`src/rtl/mbw_pkg.sv`:
```
package mbw_pkg;
  // Upper bound on register ranks; sizes the strobe vector.
  localparam int MAX_STAGES = 16;

  // Per-rank load strobes from control to datapath.
  typedef struct packed {
    logic [MAX_STAGES-1:0] load;
  } mbwStrobes_t;
endpackage

```
`src/rtl/mbw_control.sv`:
```
module mbw_control
  import mbw_pkg::*;
#(
  parameter int STAGES = 2
) (
  input  logic        clk,
  input  logic        rstN,
  input  logic        inValid,
  output mbwStrobes_t strobes,
  output logic        outValid
);
  generate
    if (STAGES > 0) begin : gPiped
      logic [STAGES-1:0] validSh;

      always_ff @(posedge clk or negedge rstN) begin
        if (!rstN) begin
          validSh <= '0;
        end else begin
          validSh[0] <= inValid;
          for (int s = 1; s < STAGES; s++) validSh[s] <= validSh[s-1];
        end
      end

      // Rank s loads when the valid flag entering it is set.
      always_comb begin
        strobes.load = '0;
        strobes.load[0] = inValid;
        for (int s = 1; s < STAGES; s++) strobes.load[s] = validSh[s-1];
      end

      assign outValid = validSh[STAGES-1];
    end else begin : gComb
      assign strobes.load = '0;
      assign outValid = inValid;
    end
  endgenerate
endmodule

```
`src/rtl/mbw_datapath.sv`:
```
module mbw_datapath
  import mbw_pkg::*;
#(
  parameter int K      = 5,
  parameter int STAGES = 2
) (
  input  logic           clk,
  input  logic           rstN,
  input  mbwStrobes_t    strobes,
  input  logic [K-1:0]   opA,
  input  logic [K-1:0]   opB,
  output logic [2*K-1:0] product
);
  localparam int W = 2 * K;
  // Constant ones of the sign rewrite: column K and column 2K-1.
  localparam logic [W-1:0] SEED = (W'(1) << K) | (W'(1) << (W - 1));
  // First row followed by a register rank.
  localparam int FIRST_REG = K - STAGES;

  // State entering row r; index K feeds the ripple row.
  logic [W-1:0] sumIn   [K+1];
  logic [W-1:0] carryIn [K+1];
  logic [K-1:0] aIn     [K+1];
  logic [K-1:0] bIn     [K+1];

  assign sumIn[0]   = '0;
  assign carryIn[0] = '0;
  assign aIn[0]     = opA;
  assign bIn[0]     = opB;

  generate
    for (genvar r = 0; r < K; r++) begin : gRow
      logic [W-1:0] ppVec;
      logic [W-1:0] sumOut;
      logic [W-1:0] carryOut;

      // Partial products of multiplier bit r, placed at column r+j.
      // Mixed sign/non-sign pairs are inverted (NAND cells).
      always_comb begin
        ppVec = '0;
        for (int j = 0; j < K; j++) begin
          ppVec[r+j] = aIn[r][j] & bIn[r][r];
          if ((r == K - 1) != (j == K - 1)) ppVec[r+j] = ~ppVec[r+j];
        end
      end

      if (r == 0) begin : gTop
        assign sumOut   = ppVec;
        assign carryOut = SEED;
      end else begin : gAdd
        // One full adder per column; carries move one column left.
        logic [W-1:0] majVec;
        always_comb begin
          for (int c = 0; c < W; c++) begin
            sumOut[c] = sumIn[r][c] ^ carryIn[r][c] ^ ppVec[c];
            majVec[c] = (sumIn[r][c] & carryIn[r][c]) |
                        (sumIn[r][c] & ppVec[c]) |
                        (carryIn[r][c] & ppVec[c]);
          end
        end
        assign carryOut = {majVec[W-2:0], 1'b0};
      end

      if (r >= FIRST_REG) begin : gReg
        localparam int SIDX = r - FIRST_REG;
        logic [W-1:0] sumQ, carryQ;
        logic [K-1:0] aQ, bQ;

        always_ff @(posedge clk or negedge rstN) begin
          if (!rstN) begin
            sumQ   <= '0;
            carryQ <= '0;
            aQ     <= '0;
            bQ     <= '0;
          end else if (strobes.load[SIDX]) begin
            sumQ   <= sumOut;
            carryQ <= carryOut;
            aQ     <= aIn[r];
            bQ     <= bIn[r];
          end
        end

        assign sumIn[r+1]   = sumQ;
        assign carryIn[r+1] = carryQ;
        assign aIn[r+1]     = aQ;
        assign bIn[r+1]     = bQ;
      end else begin : gWire
        assign sumIn[r+1]   = sumOut;
        assign carryIn[r+1] = carryOut;
        assign aIn[r+1]     = aIn[r];
        assign bIn[r+1]     = bIn[r];
      end
    end
  endgenerate

  // Ripple row; carry out of the top column is dropped.
  always_comb begin
    logic rip;
    rip = 1'b0;
    for (int c = 0; c < W; c++) begin
      product[c] = sumIn[K][c] ^ carryIn[K][c] ^ rip;
      rip = (sumIn[K][c] & carryIn[K][c]) | (rip & (sumIn[K][c] ^ carryIn[K][c]));
    end
  end
endmodule

```
`src/rtl/mbw_array_mult.sv`:
```
module mbw_array_mult
  import mbw_pkg::*;
#(
  parameter int K      = 5,
  parameter int STAGES = 2
) (
  input  logic           clk,
  input  logic           rstN,
  input  logic           inValid,
  input  logic [K-1:0]   opA,
  input  logic [K-1:0]   opB,
  output logic           outValid,
  output logic [2*K-1:0] product
);
  localparam int CW = $clog2(STAGES + 2) + 1;

  mbwStrobes_t strobes;

  mbw_control #(.STAGES(STAGES)) control_i (
    .clk(clk), .rstN(rstN), .inValid(inValid),
    .strobes(strobes), .outValid(outValid)
  );

  mbw_datapath #(.K(K), .STAGES(STAGES)) datapath_i (
    .clk(clk), .rstN(rstN), .strobes(strobes),
    .opA(opA), .opB(opB), .product(product)
  );

  // Bookkeeping for assertions only.
  logic [CW-1:0] inFlight;
  logic          sawResult;

  always_ff @(posedge clk or negedge rstN) begin
    if (!rstN) begin
      inFlight  <= '0;
      sawResult <= 1'b0;
    end else begin
      inFlight  <= inFlight + CW'(inValid) - CW'(outValid);
      if (outValid) sawResult <= 1'b1;
    end
  end

  // never more pairs in flight than register ranks
  a_r3_inflight_bound: assert property (@(posedge clk) disable iff (!rstN)
    inFlight <= CW'(STAGES));

  generate
    if (STAGES > 0) begin : gPipeChk
      // a result only emerges when something was accepted earlier
      a_r3_out_has_source: assert property (@(posedge clk) disable iff (!rstN)
        outValid |-> inFlight != '0);
      // output frozen while no result is due
      a_r6_hold: assert property (@(posedge clk) disable iff (!rstN)
        !outValid |-> $stable(product));
      // zero output until the first result
      a_r5_zero_until_first: assert property (@(posedge clk) disable iff (!rstN)
        (!sawResult && !outValid) |-> product == '0);
    end else begin : gCombChk
      // combinational result matches the signed product
      a_r1_comb_product: assert property (@(posedge clk) disable iff (!rstN)
        inValid |-> $signed(product) == $signed(opA) * $signed(opB));
      // most negative squared is the positive 2^(2K-2)
      a_r2_min_square: assert property (@(posedge clk) disable iff (!rstN)
        (opA == {1'b1, {(K-1){1'b0}}} && opB == {1'b1, {(K-1){1'b0}}})
          |-> product == (2*K)'(1) << (2*K - 2));
    end
  endgenerate
endmodule

```
`config.mk`:
```
export PLATFORM = sky130hd
export DESIGN_NAME = mbw_array_mult
export DESIGN_NICKNAME = d
export VERILOG_FILES = /design/src/rtl/mbw_pkg.sv /design/src/rtl/mbw_control.sv /design/src/rtl/mbw_datapath.sv /design/src/rtl/mbw_array_mult.sv
export SDC_FILE = /design/constraint.sdc
export NUM_CORES = 1
export LEC_CHECK = 0
export ABC_CLOCK_PERIOD_IN_PS = 2029
export BUFFER_PORTS_ARGS = -buffer_cell sky130_fd_sc_hd__buf_2
export CORE_AREA = 2 2 78 80
export CTS_CLUSTER_DIAMETER = 50
export DETAILED_ROUTE_END_ITERATION = 7
export DIE_AREA = 0 0 80 82
export SYNTH_ARGS = -nofsm -noshare
export SYNTH_HDL_FRONTEND = slang
export SYNTH_HIERARCHICAL = 1
export SYNTH_SLANG_ARGS = --single-unit
```
`constraint.sdc`:
```
create_clock -name clk -period 2.03 [get_ports clk]
set_input_delay 0.1015 -clock clk [delete_from_list [all_inputs] [get_ports clk]]
set_output_delay 0.1015 -clock clk [all_outputs]
set_load 0.05 [all_outputs]
```
== Word-level counts from Yosys, hierarchy flattened ==
Index checks and enable logic that the tools add are counted.
Storage, ports and cells
  word-level logic and storage cells: 157
  bits of input ports: 13
  bits in registers: 41
  output and inout bits: 11
Cells by class
  bitwise logic cells: 150
Operators with widths (count)
  1-bit AND: 75
  1-bit XOR: 40
  1-bit OR: 27
  1-bit inverter: 8

== Logic depth before layout (Yosys ltp) ==
  depth in word-level cells: 9
  depth in mapped cells: 9
  mapped depth without buffers: 8

== By module ==
Netlist, hierarchy kept.
By module, submodules not included
  mbw_datapath: area an instance 1949.4 um^2, times used 1, cells each 171, sequential area each 875.8 um^2
  mbw_control: area an instance 166.4 um^2, times used 1, cells each 18, sequential area each 50.0 um^2

== Worst setup path after synthesis ==
No wires, ideal clock.
  path type: register to output
  start point: register datapath_i.gRow[4].gReg.carryQ[5]
  end point: output port product[9]
  path slack: -0.611 ns
  data arrival time: 2.540 ns
  required time: 1.929 ns
  stages on the path, launching flop included: 6
  buffers on the path: 0
  cell sequence: dfrtp_1 ha_1 fa_1 fa_1 fa_1 xnor2_1
Between the ends
  longest elaborated chain between the ends: 8
Ends and longest elaborated chain
  start: declaration: RTL line mbw_datapath.sv:66  | logic [W-1:0] sumQ, carryQ;
  start signal: assignment: RTL line mbw_datapath.sv:77  | carryQ <= carryOut;
  1-bit AND (2 in a row): RTL line mbw_datapath.sv:102  | rip = (sumIn[K][c] & carryIn[K][c]) | (rip & (sumIn[K][c] ^ carryIn[K][c]));
  1-bit OR: RTL line mbw_datapath.sv:102
  1-bit AND: RTL line mbw_datapath.sv:102
  1-bit OR: RTL line mbw_datapath.sv:102
  1-bit AND: RTL line mbw_datapath.sv:102
  1-bit OR: RTL line mbw_datapath.sv:102
  1-bit XOR: RTL line mbw_datapath.sv:101  | product[c] = sumIn[K][c] ^ carryIn[K][c] ^ rip;
  end: declaration: RTL line mbw_array_mult.sv:13  | output logic [2*K-1:0] product
No other way between the ends.

== Worst setup path in the final report ==
Ends and elaborated chain as after synthesis.

==> impl_metrics.json <==
{
  "fin_util_pct": 40.3,
  "antenna_cells": 0,
  "placed_cells": 262,
  "final_cell_mix": "37 x dfrtp_1, 25 x inv_1, 20 x nand2_1, 20 x buf_2, 16 x mux2_2",
  "p_leak_nw": 1.10,
  "skew_ps": 5.07,
  "syn_nets": 206,
  "initial_core_util_pct": 34.9,
  "cts_sinks": 37,
  "syn_to_final_growth_pct": 15.4,
  "critPathRequiredTime_ps": 1930,
  "fmax_mhz": 422,
  "first_iter_violations": 50,
  "finalHoldViolCount": 0,
  "overflow": 0,
  "intPower_w": 0.00155,
  "io_buffers": 23,
  "cts_tree": "yes",
  "clkLatencyLatePin_ps": 290,
  "dp_hpwl_um": 2420,
  "grt_start_max_net_pins": 38,
  "drv_cap": 0,
  "layout.cells.most_common": "dfrtp_1",
  "wire_per_inst_um": 11.9,
  "drt_wl_total_um": 3260,
  "p_sw_w": 0.00108,
  "tightestPinTransition_ps": 807,
  "powerDensity_mw_per_mm2": 1130,
  "setup_viol_count_final": 2,
  "period_minus_slack_ps": 2370,
  "first_global_vias": 1225,
  "vias": 1194,
  "finalCritPeriodShare_pct": 117,
  "slew_headroom_pct": 46.2,
  "violations": "negative setup slack",
  "p_seq_share_pct": 36.5,
  "fin_cells": 273,
  "dr.pass1.iters": 4,
  "layout-drive-gt1-share_pct": 29.8,
  "drv_slew": 0,
  "switching_share_pct": 41.0,
  "path_clk_slew_ps": 70,
  "peakVddDrop_uv": 1090,
  "synth_area_sq_mm": 0.00201,
  "track_usage_pct": 11.9,
  "outcome": "finished, violations left",
  "die_h_um": 82,
  "worstPathArrival_ps": 2270,
  "rsz0062_at_grt": "yes",
  "path_class": "reg2out",
  "hold-path-cell-count": 2,
  "cts_buffers": 5,
  "crit_path_max_fanout": 2,
  "drc": 0,
  "hold_class": "in2reg",
  "viasPerCell": 4.37,
  "setup_slack_ps": -341,
  "detail-route-antenna-nets": 0,
  "antenna_found_initial": 0,
  "synth_cells": 174,
  "fin_nets": 229,
  "cts-root-buf": "clkbuf_8",
  "h-tree-depth": 2,
  "gp_congestion": 0.753,
  "synth-warning-count": 6,
  "chipWidth_um": 80,
  "grt_pass1_wl_um": 5880,
  "reg2reg_depth": 3,
  "core.rowCount": 28,
  "critPathLaunchType": "flip-flop",
  "power.share.clock_pct": 18.8,
  "p_comb_share_pct": 44.7,
  "cts_buffer_depth": 2,
  "syn_avg_cell_area_sq_um": 11.5,
  "core_sq_mm": 0.00575,
  "die-area_sq_mm": 0.00656,
  "whs_ps": 44.4,
  "worst_setup_path_end_kind": "output pin",
  "fill_cells": 588,
  "ios": 24
}
## per-stage QoR
stage	setup WS (ps)	cell area, sq um	setup TNS, ps	total power, W
final	-341	2320	-672	0.00262
after global routing	-422	2320	-893	0.00281
after CTS	-368	2300	-730	0.00264
after detailed placement	-171	2180	-311	0.00204
after global placement	-155	2180	-282	0.00202
after floorplan	-78.9	2040	-112	0.00192
## per-layer routing
metal	up-vias	wire length, um	global-route usage (%)
met5	-	0	0
met4	0	51	4.07
met3	6	134	3.52
met2	22	1460	18.8
met1	580	1610	15.8
li1	586	-	-
## power groups by stage
stage | logic (W) | registers, W | clock network, W
floorplan | 0.000968 | 0.000955 | 0
global route | 0.00129 | 0.000979 | 0.000547
detailed placement | 0.00106 | 0.000974 | 0
finish | 0.00117 | 0.000956 | 0.000493
CTS | 0.00116 | 0.000960 | 0.000516
global placement | 0.00105 | 0.000968 | 0
## area by class of cell
type	count	area (sq um)	share of cell area, %
Timing Repair Buffer	28	178	7.67
Inverter	25	93.8	4.05
Clock buffer	5	68.8	2.97
Clock inverter	3	17.5	0.756
Tap cell	75	93.8	4.05
Multi-Input combinational cell	100	938	40.5
Sequential cell	37	926	40.0
## worst max-delay path, stage by stage (launching register included)
cell	delay [ps]
dfrtp_1	380
ha_2	200
fa_2	360
fa_2	350
fa_2	390
xnor2_4	140
buf_6	170
## state kept, by name (all words and copies together), names as in the netlist
register	count
datapath_i/gRow.gReg.sumQ	19
datapath_i/gRow.gReg.carryQ	10
datapath_i/gRow.gReg.aQ	5
datapath_i/gRow.gReg.bQ	1
control_i/gPiped.validSh	2
## what timing repair did
item,in CTS,in global routing
endpoints found under the hold margin,37,0
buffers inserted,1,1
hold buffers,1,0
gates resized for setup,6,1
gates cloned,0,0
pin swaps,3,0
setup endpoints to repair,3,3
## path summary, 6_finish.rpt
check / startpoint / to / slack (ps)
worst min register to register: datapath_i/gRow[3].gReg.sumQ[9] / datapath_i/gRow[3].gReg.sumQ[9] / 480
worst max-delay path: datapath_i/gRow[4].gReg.carryQ[5] / product[9] / -340
worst min-delay path: opB[4] / datapath_i/gRow[3].gReg.bQ[4] / 40
min in group asynchronous: rstN / datapath_i/gRow[4].gReg.sumQ[2] / 440
worst max register to register: datapath_i/gRow[3].gReg.bQ[4] / datapath_i/gRow[4].gReg.sumQ[4] / 760
max in group asynchronous: rstN / datapath_i/gRow[3].gReg.aQ[3] / 1070
Note: power is estimated with default switching activity, not from simulation.
